`config.mk`:
```
export PLATFORM = sky130hd
export DESIGN_NAME = dma2d_addr_gen
export DESIGN_NICKNAME = d
export VERILOG_FILES = /design/src/rtl/dma2d_pkg.sv /design/src/rtl/dma2d_walker.sv /design/src/rtl/dma2d_rows.sv /design/src/rtl/dma2d_seq.sv /design/src/rtl/dma2d_addr_gen.sv
export SDC_FILE = /design/constraint.sdc
export NUM_CORES = 1
export LEC_CHECK = 0
export ABC_AREA = 0
export ABC_CLOCK_PERIOD_IN_PS = 2700
export BUFFER_PORTS_ARGS = -buffer_cell sky130_fd_sc_hd__buf_2
export CORE_MARGIN = 2
export CORE_UTILIZATION = 47
export DETAILED_ROUTE_END_ITERATION = 8
export PLACE_DENSITY = 0.83
export RECOVER_POWER = 100
export SYNTH_ARGS = -nofsm -noshare
export SYNTH_HDL_FRONTEND = slang
export SYNTH_HIERARCHICAL = 1
export SYNTH_SLANG_ARGS = --single-unit
```
`constraint.sdc`:
```
create_clock -name clk -period 2.7 [get_ports clk]
set_input_delay 0.675 -clock clk [delete_from_list [all_inputs] [get_ports clk]]
set_output_delay 0.675 -clock clk [all_outputs]
set_load 0.02 [all_outputs]
```
`src/rtl/dma2d_pkg.sv`:
```
package dma2d_pkg;
   typedef enum logic [0:0] {
      SEQ_IDLE = 1'b0,
      SEQ_RUN  = 1'b1
   } seq_state_e;
endpackage

```
`src/rtl/dma2d_walker.sv`:
```
// Per-side row address walker. A memory side keeps its base and pitch,
// steps by the pitch per row and reloads the base for a repeat pass.
// A stream side drives zero.
module dma2d_walker #(
   parameter int ADDR_W      = 32,
   parameter bit IS_MEM      = 1'b1,
   parameter int ALIGN_BYTES = 4
) (
   input  logic              clk,
   input  logic              rst_n,
   input  logic              load,
   input  logic              step,
   input  logic              reload,
   input  logic [ADDR_W-1:0] base,
   input  logic [ADDR_W-1:0] stride,
   output logic [ADDR_W-1:0] addr
);
   localparam logic [ADDR_W-1:0] KEEP_MASK = ~(ADDR_W'(ALIGN_BYTES - 1));

   if (IS_MEM) begin : g_mem
      logic [ADDR_W-1:0] base_q;
      logic [ADDR_W-1:0] stride_q;
      logic [ADDR_W-1:0] addr_q;

      always_ff @(posedge clk) begin
         if (!rst_n) begin
            base_q   <= '0;
            stride_q <= '0;
            addr_q   <= '0;
         end else if (load) begin
            base_q   <= base & KEEP_MASK;
            stride_q <= stride & KEEP_MASK;
            addr_q   <= base & KEEP_MASK;
         end else if (reload) begin
            addr_q   <= base_q;
         end else if (step) begin
            addr_q   <= addr_q + stride_q;
         end
      end

      assign addr = addr_q;
   end else begin : g_stream
      logic unused_stream_inputs;
      assign unused_stream_inputs = ^{clk, rst_n, load, step, reload, base, stride};
      assign addr = '0;
   end
endmodule

```
`src/rtl/dma2d_rows.sv`:
```
// Row counter and row byte count for one request.
module dma2d_rows #(
   parameter int LEN_W = 12
) (
   input  logic             clk,
   input  logic             rst_n,
   input  logic             load,
   input  logic             step,
   input  logic             reload,
   input  logic [LEN_W-1:0] x_code,
   input  logic [LEN_W-1:0] y_code,
   output logic             last_row,
   output logic [LEN_W:0]   row_bytes
);
   logic [LEN_W-1:0] y_lim_q;
   logic [LEN_W-1:0] row_q;
   logic [LEN_W:0]   bytes_q;

   always_ff @(posedge clk) begin
      if (!rst_n) begin
         y_lim_q <= '0;
         row_q   <= '0;
         bytes_q <= '0;
      end else if (load) begin
         y_lim_q <= y_code;
         row_q   <= '0;
         bytes_q <= {1'b0, x_code} + (LEN_W+1)'(1);
      end else if (reload) begin
         row_q   <= '0;
      end else if (step) begin
         row_q   <= row_q + LEN_W'(1);
      end
   end

   assign last_row  = (row_q == y_lim_q);
   assign row_bytes = bytes_q;

   // the row index never passes the programmed row limit
   a_r3_row_bound: assert property (@(posedge clk) disable iff (!rst_n)
      row_q <= y_lim_q);
endmodule

```
`src/rtl/dma2d_seq.sv`:
```
// Sequencer: takes requests, hands out row commands, decides between next
// row, repeat pass, or idle, and produces the completion pulse.
module dma2d_seq
   import dma2d_pkg::*;
#(
   parameter int ID_W      = 4,
   parameter bit CYCLIC_EN = 1'b1
) (
   input  logic            clk,
   input  logic            rst_n,
   input  logic            halt,
   input  logic            req_valid,
   input  logic [ID_W-1:0] req_id,
   input  logic            req_cyclic,
   input  logic            cmd_ready,
   input  logic            last_row,
   output logic            req_ready,
   output logic            cmd_valid,
   output logic            load,
   output logic            step,
   output logic            reload,
   output logic            done_valid,
   output logic [ID_W-1:0] done_id
);
   seq_state_e      state_q, state_d;
   logic            cyclic_q;
   logic [ID_W-1:0] id_q;
   logic            done_q;
   logic [ID_W-1:0] done_id_q;
   logic            fire;
   logic            end_pass;
   logic            keep_going;

   assign req_ready  = (state_q == SEQ_IDLE) && !halt;
   assign cmd_valid  = (state_q == SEQ_RUN);
   assign load       = req_valid && req_ready;
   assign fire       = cmd_valid && cmd_ready;
   assign end_pass   = fire && last_row;
   assign keep_going = cyclic_q && !halt;
   assign step       = fire && !last_row && !halt;
   assign reload     = end_pass && keep_going;

   always_comb begin
      state_d = state_q;
      unique case (state_q)
         SEQ_IDLE: if (load) state_d = SEQ_RUN;
         SEQ_RUN:  if (fire && (halt || (last_row && !keep_going))) state_d = SEQ_IDLE;
         default:  state_d = SEQ_IDLE;
      endcase
   end

   always_ff @(posedge clk) begin
      if (!rst_n) begin
         state_q   <= SEQ_IDLE;
         cyclic_q  <= 1'b0;
         id_q      <= '0;
         done_q    <= 1'b0;
         done_id_q <= '0;
      end else begin
         state_q <= state_d;
         if (load) begin
            cyclic_q <= req_cyclic && CYCLIC_EN;
            id_q     <= req_id;
         end
         done_q    <= end_pass;
         done_id_q <= id_q;
      end
   end

   assign done_valid = done_q;
   assign done_id    = done_id_q;

   // a halted boundary ends the command stream
   a_r8_halt_stops: assert property (@(posedge clk) disable iff (!rst_n)
      (fire && halt) |=> !cmd_valid);

   // a completion pulse only follows an accepted command
   a_r6_done_after_fire: assert property (@(posedge clk) disable iff (!rst_n)
      done_valid |-> $past(fire));
endmodule

```
`src/rtl/dma2d_addr_gen.sv`:
```
module dma2d_addr_gen #(
   parameter int ADDR_W      = 32,
   parameter int LEN_W       = 12,
   parameter int ID_W        = 4,
   parameter bit SRC_IS_MEM  = 1'b1,
   parameter bit DST_IS_MEM  = 1'b0,
   parameter int ALIGN_BYTES = 4,
   parameter bit CYCLIC_EN   = 1'b1
) (
   input  logic              clk,
   input  logic              rst_n,
   input  logic              halt,
   input  logic              req_valid,
   output logic              req_ready,
   input  logic [ID_W-1:0]   req_id,
   input  logic              req_cyclic,
   input  logic [ADDR_W-1:0] req_src_base,
   input  logic [ADDR_W-1:0] req_src_stride,
   input  logic [ADDR_W-1:0] req_dst_base,
   input  logic [ADDR_W-1:0] req_dst_stride,
   input  logic [LEN_W-1:0]  req_x_len,
   input  logic [LEN_W-1:0]  req_y_len,
   output logic              cmd_valid,
   input  logic              cmd_ready,
   output logic [ADDR_W-1:0] cmd_src_addr,
   output logic [ADDR_W-1:0] cmd_dst_addr,
   output logic [LEN_W:0]    cmd_bytes,
   output logic              done_valid,
   output logic [ID_W-1:0]   done_id
);
   if (ALIGN_BYTES < 1 || (ALIGN_BYTES & (ALIGN_BYTES - 1)) != 0) begin : g_bad_align
      $error("ALIGN_BYTES must be a power of two");
   end
   if (ADDR_W < 8 || LEN_W < 1 || ID_W < 1) begin : g_bad_width
      $error("ADDR_W, LEN_W and ID_W out of range");
   end

   logic load, step, reload, last_row;

   dma2d_seq #(.ID_W(ID_W), .CYCLIC_EN(CYCLIC_EN)) u_seq (
      .clk(clk), .rst_n(rst_n), .halt(halt),
      .req_valid(req_valid), .req_id(req_id), .req_cyclic(req_cyclic),
      .cmd_ready(cmd_ready), .last_row(last_row),
      .req_ready(req_ready), .cmd_valid(cmd_valid),
      .load(load), .step(step), .reload(reload),
      .done_valid(done_valid), .done_id(done_id)
   );

   dma2d_rows #(.LEN_W(LEN_W)) u_rows (
      .clk(clk), .rst_n(rst_n), .load(load), .step(step), .reload(reload),
      .x_code(req_x_len), .y_code(req_y_len),
      .last_row(last_row), .row_bytes(cmd_bytes)
   );

   dma2d_walker #(.ADDR_W(ADDR_W), .IS_MEM(SRC_IS_MEM), .ALIGN_BYTES(ALIGN_BYTES)) u_src (
      .clk(clk), .rst_n(rst_n), .load(load), .step(step), .reload(reload),
      .base(req_src_base), .stride(req_src_stride), .addr(cmd_src_addr)
   );

   dma2d_walker #(.ADDR_W(ADDR_W), .IS_MEM(DST_IS_MEM), .ALIGN_BYTES(ALIGN_BYTES)) u_dst (
      .clk(clk), .rst_n(rst_n), .load(load), .step(step), .reload(reload),
      .base(req_dst_base), .stride(req_dst_stride), .addr(cmd_dst_addr)
   );

   // an offered command is held until taken
   a_r9_cmd_hold: assert property (@(posedge clk) disable iff (!rst_n)
      (cmd_valid && !cmd_ready) |=> (cmd_valid && $stable(cmd_src_addr)
                                     && $stable(cmd_dst_addr) && $stable(cmd_bytes)));

   // no new request is taken while commands are being offered
   a_r11_ready_idle: assert property (@(posedge clk) disable iff (!rst_n)
      req_ready |-> !cmd_valid);
endmodule

```
# After elaboration in Yosys (flattened, before gate mapping)
# Cells that the tools add are included.
word_totals:
  out_inout_bits: 84
  regBits: 140
classes:
  muxes: 6
  eq_ne: 1
  n_bitwise: 2
  n_addsub: 3
  reduce_logical: 18
ops:
  columns: ["cell", "n"]
  rows:
  - ["$mux W32", 3]
  - ["$add A32 B32 Y32", 1]
  - ["$add A12 B1 Y13 const B", 1]
  - ["$add A12 B1 Y12 const B", 1]
  - ["$eq A12 B12 Y1", 1]
  - ["$logic_and A1 B1 Y1", 10]
  - ["$logic_not A1 Y1", 3]
  - ["$reduce_bool A3 Y1", 1]
  - ["$reduce_or A3 Y1", 1]
  - ["$mux W1", 2]
  - ["$not A1 Y1", 2]
  - ["$pmux W1 S2", 1]
  - ["$reduce_bool A2 Y1", 1]
  - ["$reduce_or A2 Y1", 1]
  - ["$logic_or A1 B1 Y1", 1]

# Longest topological paths before layout
# Gate-level depths: netlist (run 1).
depth:
  depth_word: 8
  ltp_mapped: 13
  mapped_depth_nobuf: 11

# Hierarchy
# Netlist (run 1), hierarchy kept.
modules_own_cells:
  columns: ["mod", "cells_each", "seq_area_each_um2", "area_per_inst_um2", "n_inst"]
  rows:
  - ["dma2d_walker (u_src)", 652, 1841.8, 5524.0, 1]
  - ["dma2d_rows", 186, 740.7, 1791.7, 1]
  - ["dma2d_seq", 44, 220.2, 425.4, 1]
  - ["dma2d_walker (u_dst)", 33, 0.0, 244.0, 1]

# Least setup slack after synthesis (run 1)
# No wires, ideal clock.
synth_path:
  path_type: "reg2reg"
  start: "register u_src.g_mem.addr_q[2], in the netlist u_src/addr[2]"
  end: "register u_src.g_mem.addr_q[30], in the netlist u_src/addr[30]"
  n_path_buf: 0
  stages_incl_launch_ff: 11
  required_ps: 2575
  arrival_ps: 2450
  setup_slack_ps: 125
  synth_period_minus_slack_ps: 2575
  cell_sequence: "dfxtp_1 ha_1 fa_1 a21o_1 a22o_1 o31ai_1 nor4b_2 nor3_1 a21oi_1 xor2_1 o22ai_1"
synth_via:
  elab_chain_len: 4
synth_rtl:
  columns: ["element", "line", "source"]
  rows:
  - ["start, declared", "dma2d_walker.sv:23", "logic [ADDR_W-1:0] addr_q;"]
  - ["start signal, assigned", "dma2d_walker.sv:33", "addr_q <= base & KEEP_MASK;"]
  - ["start signal, assigned", "dma2d_walker.sv:35", "addr_q <= base_q;"]
  - ["start signal, assigned", "dma2d_walker.sv:37", "addr_q <= addr_q + stride_q;"]
  - ["$add A32 B32 Y32", "dma2d_walker.sv:37", null]
  - ["$mux W32", "dma2d_walker.sv:36", "end else if (step) begin"]
  - ["$mux W32", "dma2d_walker.sv:34", "end else if (reload) begin"]
  - ["$mux W32", "dma2d_walker.sv:30", "end else if (load) begin"]
# No other way between the ends. The select of a mux whose other input is x is not followed.
# A chain may end at the register's enable or synchronous reset.

# Worst setup path after layout (run 1)
layout_path:
  start: "input port halt"
  end: "register u_src.g_mem.addr_q[19], in the netlist u_src/addr[19]"
layout_via:
  elab_cells_between_ends: 9
layout_lines:
  columns: ["element", "line", "source"]
  rows:
  - ["start, declared", "dma2d_addr_gen.sv:12", "input logic halt,"]
  - ["$logic_not A1 Y1 *", "dma2d_seq.sv:34", "assign req_ready = (state_q == SEQ_IDLE) && !halt;"]
  - ["$logic_and A1 B1 Y1 *", "dma2d_seq.sv:34", null]
  - ["$logic_and A1 B1 Y1 *", "dma2d_seq.sv:36", "assign load = req_valid && req_ready;"]
  - ["via load", "dma2d_addr_gen.sv:38", "logic load, step, reload, last_row;"]
  - ["$reduce_bool A3 Y1 (no source line) / $mux W32 (equally long branches)", null, null]
# The timed path passes the listed nets; every way through them passes the cells marked *.

==> results of run 1 <==
## power groups by stage
| stage | clock, W | combinational (W) | sequential (W) |
|---|---|---|---|
| 2_1_floorplan | 0 | 0.000611 | 0.00235 |
| 6_report | 0.00246 | 0.000935 | 0.00227 |
| 4_1_cts | 0.00250 | 0.000936 | 0.00226 |
| 5_1_grt | 0.00260 | 0.00102 | 0.00228 |
| 3_5_place_dp | 0 | 0.000927 | 0.00231 |
| 3_3_place_gp | 0 | 0.000909 | 0.00231 |
## per-layer routing
metal,vias up,track usage
met3,35,0.0506
met5,-,0
met2,246,0.370
met1,3265,0.289
li1,3474,-
met4,2,0.0702
## timing repair
| item | in CTS | in global routing |
|---|---|---|
| pin swaps | 0 | 4 |
| buffers inserted | 0 | 1 |
| gates resized for setup | 3 | 11 |
| cloned | 0 | 0 |
| endpoints found under the setup margin | 2 | 12 |
## cell usage after synthesis, drive strengths merged (2+ instances only)
| master | instances | area [um^2] |
|---|---|---|
| dfxtp | 140 | 2800 |
| mux2i | 79 | 791 |
| nor2b | 73 | 457 |
| a21oi | 62 | 318 |
| o21ai | 62 | 310 |
| nand2 | 57 | 214 |
| nor2 | 57 | 216 |
| buf | 46 | 322 |
| xnor2 | 38 | 333 |
| clkbuf | 35 | 131 |
| ha | 31 | 388 |
| inv | 28 | 105 |
| nand3 | 18 | 118 |
| nor3 | 17 | 85.1 |
| a21o | 16 | 120 |
| xor2 | 16 | 140 |
| nand4 | 14 | 87.6 |
| or3 | 12 | 75.1 |
| a21boi | 10 | 75.1 |
| o211ai | 10 | 75.1 |
| and3 | 8 | 50.1 |
| a211oi | 6 | 45.0 |
| a221oi | 6 | 58.8 |
| and2 | 6 | 37.5 |
| nand2b | 6 | 37.5 |
| a31oi | 5 | 31.3 |
| and4 | 5 | 43.8 |
| nand3b | 4 | 30.0 |
| o211a | 4 | 40.0 |
| o21bai | 4 | 30.0 |
| o221ai | 4 | 35.0 |
| o22ai | 4 | 25.0 |
| nor4 | 3 | 48.8 |
| a22oi | 2 | 20.0 |
| a31o | 2 | 17.5 |
| nor3b | 2 | 26.3 |
| o31ai | 2 | 15.0 |
| or3b | 2 | 17.5 |
## cells by family after synthesis
group,after synthesis,synth area share
flip-flops,140,0.351
buffers and inverters,109,0.0699
AO/OA/AOI/OAI,211,0.170
other,1,0.000470
adder cells (fa/ha/maj),32,0.0511
multiplexers,80,0.100
XOR/XNOR,54,0.0592
AND/OR/NAND/NOR,288,0.198
## flip-flops by register name, indices dropped and copies added, names as in the netlist, 4 cells and up
| register | cells |
|---|---|
| u_src/addr | 32 |
| u_src/g_mem.base_q | 30 |
| u_src/g_mem.stride_q | 30 |
| u_rows/row_bytes | 13 |
| u_rows/row_q | 12 |
| u_rows/y_lim_q | 12 |
| u_seq/done_id | 4 |
| u_seq/id_q | 4 |
## critical path, stage by stage
cell and delay [ns]:
buf_2 0.14, nor3b_1 0.87, inv_1 0.36, buf_4 0.33, o21ai_0 0.36, nor3_1 0.11
## cell type report
cell class / count / share of cell area
Clock buffer: 18 / 0.0458
Sequential cell: 140 / 0.293
Inverter: 28 / 0.0110
Timing Repair Buffer: 185 / 0.103
Clock inverter: 13 / 0.0188
Multi-Input combinational cell: 697 / 0.500
Tap cell: 220 / 0.0287
Antenna cell: 1 / 0.000261
## worst max-delay path by stage
stage | slack (ns) | depth (start not counted) | startpoint | to
floorplan | 0.13 | 10 | u_src/addr[2]$_SDFFE_PN0P_ | u_src/addr[30]$_SDFFE_PN0P_
global placement | -0.02 | 11 | u_src/addr[2]$_SDFFE_PN0P_ | u_src/addr[30]$_SDFFE_PN0P_
detailed placement | -0.03 | 11 | u_src/addr[2]$_SDFFE_PN0P_ | u_src/addr[30]$_SDFFE_PN0P_
CTS | 0.03 | 11 | u_src/addr[2]$_SDFFE_PN0P_ | u_src/addr[30]$_SDFFE_PN0P_
global route | -0.04 | 11 | u_rows/row_q[2]$_SDFFE_PP0P_ | u_src/addr[17]$_SDFFE_PN0P_
finish | 0.14 | 6 | halt | u_src/addr[19]$_SDFFE_PN0P_
## through the flow
step	power [W]	std cells	hold slack, ns	util
2_1_floorplan	0.00297	946	0.403	-
3_3_place_gp	0.00321	1269	0.413	0.542
3_5_place_dp	0.00324	1269	0.420	0.542
4_1_cts	0.00570	1300	0.439	0.581
5_1_grt	0.00590	1301	0.466	0.578
6_report	0.00566	1302	0.434	0.578
==> results.txt, run 1 <==
Status - finished clean
Grt ovf - 0
Critical path data required time - 3.00 ns
Pleak - 3.99 nW
Largest net degree at the start of global routing - 82
Combinational share of power - 0.165
Wire length per cell - 15.5 um
Worst-Margin Slew - 1.06 ns
Library cells used by synthesis - 70
Layout cells sized above 1 - 0.179
DP HPWL - 14800 um
Die width - 134 um
Drt drc - 0
Routed wl met3 - 1130 um
Core region area - 16600 um^2
Total internal power - 0.00405 W
Setup Skew - 0.0114 ns
Slew Limit Fails - 0
Top layer in use - met5
Reg2reg path depth - 5
Num CTS Buffers - 17
DR vias - 7022
Total track usage - 0.223
Sw Share - 0.285
Tmin final - 2.56 ns
Worst IR Drop VDD - 0.576 mV
Hold Crit Class - reg2reg
Yosys warns - 6
MaxCap Viol Count - 0
Sw Pwr - 0.00161 W
CP Capture Type - register
Ys async rst share - 0
Post-route clock period utilization - 0.948
Most frequent cells in the layout - dfxtp_1, buf_2, mux2i_1, nor2b_1, o21ai_0
Clk pwr share - 0.435
Filler cell count - 1508
Initial cell density of the core - 0.482
Die H - 134 um
FF+latch count, synth - 140
Leading cell type in the layout, fill and taps excluded - dfxtp_1
Share of power burned in registers - 0.400
Crit path kind - in2reg
Final TNS setup - 0 ns
Nets - 1263
Worst Hold Launch - u_seq/id_q[0]$_SDFFE_PN0P_
Max clock buf depth - 2
End of the worst register-to-register path - u_src/addr[19]$_SDFFE_PN0P_
Final GP Congestion - 0.889
Synth Cell Area - 7990 um^2
Crit path max fanout - 22
CTS H-tree lvls - 4
Final Hold Viols - 0
Setup Viol. Count Final - 0
Dpl cell area - 8990 um^2
Met2 Routed Length - 9510 um
Via density per instance - 5.39
Reg2reg setup slack - 0.15 ns
Antenna violations before repair - 2
CP Data Arrival Time - 2.85 ns
Global-route wire length before repair - 32300 um
CTS hold repair buffers - 0
Vias in the first global route - 6546
FP Rows - 47
Cells after synthesis - 915
Slew margin rel. - 0.292
Worst-path clk slew - 0.06 ns
Wl on met1 - 9140 um
Startpoint Class - input pin
Hold path endpoint - u_seq/done_id[0]$_SDFF_PN0_
Setup ws final - 0.141 ns
CTS tree - built
DRT Wirelength - 20200 um
Reg area - 2810 um^2
Detailed Routing Iterations Pass 1 - 5
Number of enable flip-flop cells after synthesis - 0
Initial DRC count - 392
Pre-CTS WS - -0.0272 ns
Pwr Density - 591 nW/um^2
Port bufs - 145
Post-synthesis sequential area ratio - 0.351
Area Growth Syn to Fin - 20.0%
Die ar. - 18000 um^2
Clk_lat worst skew - 0.43 ns
Synth Flop Type - dfxtp_1
Max Freq - 0.391 GHz
Root Buffer - clkbuf_16
Reg-to-Reg Start - u_seq/cmd_valid$_SDFF_PN0_
Area of the multi-input gates - 4790 um^2
Ports - 246
Avg Inst Size Synth - 8.73 um^2
TritonCTS Sinks - 140
Hold depth - 2
Final instance area - 9580 um^2
Routed Antenna Nets - 0
Note: power is estimated with default switching activity, not from simulation.
==> run 2, diff against run 1 <==
--- a/config.mk
+++ b/config.mk
@@ -6,8 +6,8 @@
 export NUM_CORES = 1
 export LEC_CHECK = 0
 export ABC_AREA = 0
-export ABC_CLOCK_PERIOD_IN_PS = 2700
 export BUFFER_PORTS_ARGS = -buffer_cell sky130_fd_sc_hd__buf_2
+export CORE_ASPECT_RATIO = 1.2
 export CORE_MARGIN = 2
 export CORE_UTILIZATION = 47
 export DETAILED_ROUTE_END_ITERATION = 8
==> results.txt, run 2 (synthesis results as in run 1) <==
Pleak - 3.97 nW
DR vias - 7056
Port bufs - 145
Layout cells sized above 1 - 0.177
Drt drc - 0
TritonCTS Sinks - 140
Setup Skew - 0.00671 ns
Initial DRC count - 399
Final Total Pwr - 0.00567 W
Setup Viol. Count Final - 0
CP max-delay cell - or3b_4
Detailed Routing Iterations Pass 1 - 5
Slowest stage delay, CP - 0.42 ns
Startpoint Class - register
Largest register FFs - 32
Pre-CTS WS - 0.00382 ns
Filler cell count - 1533
Root Buffer - clkbuf_16
Initial cell density of the core - 0.476
Antenna violations before repair - 5
Die ar. - 18100 um^2
Core region area - 16800 um^2
Nets - 1259
Reg area - 2800 um^2
Worst IR Drop VDD - 0.409 mV
Grt ovf - 0
Crit path kind - reg2reg
Final Hold Viols - 0
Most frequent cells in the layout - dfxtp_1, buf_2, mux2i_1, nor2b_1, a21oi_1
Crit-path cells - ha_1, a21o_1, a31o_2, o211ai_1, buf_4, a21oi_1, or3b_4, a31oi_2, a2111o_1, o22ai_1
Pwr Density - 591 nW/um^2
Leading cell type in the layout, fill and taps excluded - dfxtp_1
Area of the multi-input gates - 4830 um^2
DRT Wirelength - 20100 um
Critical path data required time - 2.99 ns
Crit path max fanout - 3
Slew margin rel. - 0.392
Setup ws final - 0.127 ns
CP Capture Type - register
CTS tree - built
Area Growth Syn to Fin - 20.2%
Status - finished clean
Largest net degree at the start of global routing - 62
Min Hold Slack - 0.432 ns
Post-route clock period utilization - 0.953
Tmin final - 2.57 ns
Clk_lat worst skew - 0.41 ns
Via density per instance - 5.44
Max Freq - 0.389 GHz
Worst-Margin Slew - 0.912 ns
Slew Limit Fails - 0
Die H - 147 um
Die width - 123 um
Hold Crit Class - reg2reg
Routed Antenna Nets - 0
Global-route wire length before repair - 31600 um
CTS H-tree lvls - 4
Max clock buf depth - 2
DP HPWL - 14600 um
CTS hold repair buffers - 0
Num CTS Buffers - 17
CP Data Arrival Time - 2.86 ns
Ports - 246
Worst-path clk slew - 0.06 ns
FP Rows - 52
Wire length per cell - 15.5 um
Total track usage - 0.219
MaxCap Viol Count - 0
Vias in the first global route - 6598
Final GP Congestion - 0.967
-- run 2: per-layer routing --
| layer | up-vias | GRT usage | wire length, um |
|---|---|---|---|
| li1 | 3465 | - | - |
| met1 | 3304 | 0.261 | 8290 |
| met2 | 240 | 0.376 | 9930 |
| met3 | 41 | 0.0575 | 1330 |
| met4 | 6 | 0.0813 | 543 |
| met5 | - | 0 | 30 |
-- run 2: final cells by class --
class | count | share of cell area
Multi-Input combinational cell | 697 | 0.503
Sequential cell | 140 | 0.292
Timing Repair Buffer | 181 | 0.0993
Clock buffer | 18 | 0.0457
Tap cell | 216 | 0.0282
Clock inverter | 14 | 0.0201
Inverter | 28 | 0.0113
Antenna cell | 2 | 0.000521
-- run 2: path summary, 6_finish.rpt --
kind                            cells past startpoint                       start                          end  slack, ns
worst max-delay path                               10  u_src/addr[6]$_SDFFE_PN0P_  u_src/addr[25]$_SDFFE_PN0P_       0.13
worst min-delay path                                2  u_seq/id_q[2]$_SDFFE_PN0P_  u_seq/done_id[2]$_SDFF_PN0_       0.43
worst max register to register                     10  u_src/addr[6]$_SDFFE_PN0P_  u_src/addr[25]$_SDFFE_PN0P_       0.13
worst min register to register                      2  u_seq/id_q[2]$_SDFFE_PN0P_  u_seq/done_id[2]$_SDFF_PN0_       0.43
-- run 2: stage by stage --
step | util | cell area (um^2) | instances | TNS (ns)
floorplan | - | 8100 | 946 | 0
global placement | 0.535 | 8980 | 1259 | -0.00251
detailed placement | 0.535 | 8980 | 1259 | 0
CTS | 0.573 | 9620 | 1291 | 0
global route | 0.572 | 9600 | 1295 | -0.00570
finish | 0.572 | 9600 | 1296 | 0
-- run 2: power by group --
part / internal (W) / switching, W / total, W
combinational: 0.000364 / 0.000568 / 0.000932
clock: 0.00157 / 0.000902 / 0.00247
sequential: 0.00218 / 0.0000836 / 0.00227
total: 0.00412 / 0.00155 / 0.00567
-- run 2: worst max-delay path: cells and delay by family (launching register included) --
kind | cells | cell delay (ns)
buf+inv | 1 | 0.15
flops | 1 | 0.33
fa+ha+maj | 1 | 0.31
simple gates | 1 | 0.42
compound gates | 7 | 1.23
-- run 2: repair_timing --
action,in CTS,in global routing
pin swaps,0,8
setup buffers,0,3
gates resized for setup,1,21
gates cloned,0,0
setup endpoints to repair,1,26
==> run 3, diff against run 2 <==
--- a/config.mk
+++ b/config.mk
@@ -6,7 +6,7 @@
 export NUM_CORES = 1
 export LEC_CHECK = 0
 export ABC_AREA = 0
-export BUFFER_PORTS_ARGS = -buffer_cell sky130_fd_sc_hd__buf_2
+export BUFFER_PORTS_ARGS = -buffer_cell sky130_fd_sc_hd__buf_4
 export CORE_ASPECT_RATIO = 1.2
 export CORE_MARGIN = 2
 export CORE_UTILIZATION = 47
==> results.txt, run 3 (synthesis results as in run 1) <==
Wire length per cell - 15.9 um
Worst IR Drop VDD - 0.380 mV
Final GP Congestion - 0.967
Clk_lat worst skew - 0.42 ns
Critical path data required time - 3.00 ns
CP Data Arrival Time - 2.87 ns
Final TNS setup - 0 ns
Hold Crit Class - reg2reg
Slowest stage delay, CP - 0.37 ns
GR Util met1 - 0.271
Nets - 1268
Area Growth Syn to Fin - 23.5%
Drt drc - 0
Met2 global-route usage - 0.382
CTS H-tree lvls - 4
Crit path max fanout - 3
Startpoint Class - register
Ports - 246
Grt ovf - 0
Initial DRC count - 387
Detailed Routing Iterations Pass 1 - 5
DRT Wirelength - 20700 um
Met3 usage - 0.0575
Pwr Density - 575 nW/um^2
FP Rows - 52
Filler cell count - 1507
TritonCTS Sinks - 140
Placed cell count - 1265
Largest register FFs - 32
Global routing's busiest layer - met2
Worst-path clk slew - 0.06 ns
Die ar. - 18100 um^2
Num CTS Buffers - 17
Min Hold Slack - 0.434 ns
Setup Viol. Count Final - 0
Slew margin rel. - 0.0369
Post-route clock period utilization - 0.950
CTS tree - built
Global-route wire length before repair - 32800 um
Core region area - 16800 um^2
Crit-path cells - ha_2, fa_2, a21o_1, a22o_1, o31ai_2, buf_4, nor4b_4, nor3_2, a21oi_2, xor2_1, o22ai_1
Post-Route Utilization - 0.588
DR vias - 7100
Antenna violations before repair - 0
Inserted Diodes - 0
Non-filler instance count after layout - 1301
Root Buffer - clkbuf_16
Crit path kind - reg2reg
Routed Antenna Nets - 0
Dpl cell area - 9370 um^2
Via density per instance - 5.46
Largest net degree at the start of global routing - 60
Port bufs - 145
Total track usage - 0.228
Leading cell type in the layout, fill and taps excluded - dfxtp_1
Status - finished clean
Worst-Margin Slew - 1.44 ns
Die H - 147 um
Max Freq - 0.390 GHz
Pleak - 4.09 nW
Tmin final - 2.57 ns
Final Hold Viols - 0
Max clock buf depth - 2
Most frequent cells in the layout - dfxtp_1, buf_4, mux2i_1, nor2b_1, o21ai_0
MaxCap Viol Count - 0
Setup Skew - 0.0108 ns
DP HPWL - 14700 um
CP Capture Type - register
Die width - 123 um
Final instance area - 9860 um^2
CP max-delay cell - fa_2
Initial cell density of the core - 0.476
Slew Limit Fails - 0
Layout cells sized above 1 - 0.180
Vias in the first global route - 6826
-- run 3: report_power, final --
group | switching, W | total [W] | internal [W]
clock | 0.000890 | 0.00242 | 0.00153
sequential | 0.0000851 | 0.00227 | 0.00218
combinational | 0.000573 | 0.000986 | 0.000413
total | 0.00155 | 0.00568 | 0.00413
-- run 3: worst paths after layout --
kind	start	endpoint	slack (ns)	cells after the start
worst max-delay path	u_src/addr[2]$_SDFFE_PN0P_	u_src/addr[30]$_SDFFE_PN0P_	0.13	11
worst min-delay path	u_seq/id_q[2]$_SDFFE_PN0P_	u_seq/done_id[2]$_SDFF_PN0_	0.43	2
worst max register to register	u_src/addr[2]$_SDFFE_PN0P_	u_src/addr[30]$_SDFFE_PN0P_	0.13	11
worst min register to register	u_seq/id_q[2]$_SDFFE_PN0P_	u_seq/done_id[2]$_SDFF_PN0_	0.43	2
-- run 3: critical path, delay by kind of cell, from the launching register on --
family,cells,cell delay [ns]
adder cells (fa/ha/maj),2,0.58
flip-flops,1,0.32
AND/OR/NAND/NOR,2,0.36
AO/OA/AOI/OAI,5,0.84
buffers and inverters,1,0.17
XOR/XNOR,1,0.18
-- run 3: what timing repair did --
item,4_1_cts,5_1_grt
hold buffers,0,0
pin swaps,0,6
setup buffers,0,6
setup endpoints to repair,2,18
gates resized for setup,2,14
-- run 3: metrics by stage --
stage	total power, W	worst slack (ns)
finish	0.00568	0.134
global route	0.00593	-0.0738
CTS	0.00575	0.000746
detailed placement	0.00331	-0.0400
global placement	0.00329	0.00480
floorplan	0.00297	0.125
-- run 3: metal layers --
layer | wire length, um | vias up
met2 | 10100 | 266
li1 | - | 3471
met4 | 702 | 0
met5 | 0 | -
met3 | 1280 | 43
met1 | 8600 | 3320
-- run 3: cell type report --
cell class | instances | area, um^2 | area share
multi-input combinational | 697 | 4800 | 0.487
sequential | 140 | 2810 | 0.284
timing repair buffer | 190 | 1270 | 0.129
clock buffer | 18 | 429 | 0.0435
tap | 216 | 270 | 0.0274
clock inverter | 12 | 173 | 0.0175
inverter | 28 | 109 | 0.0110
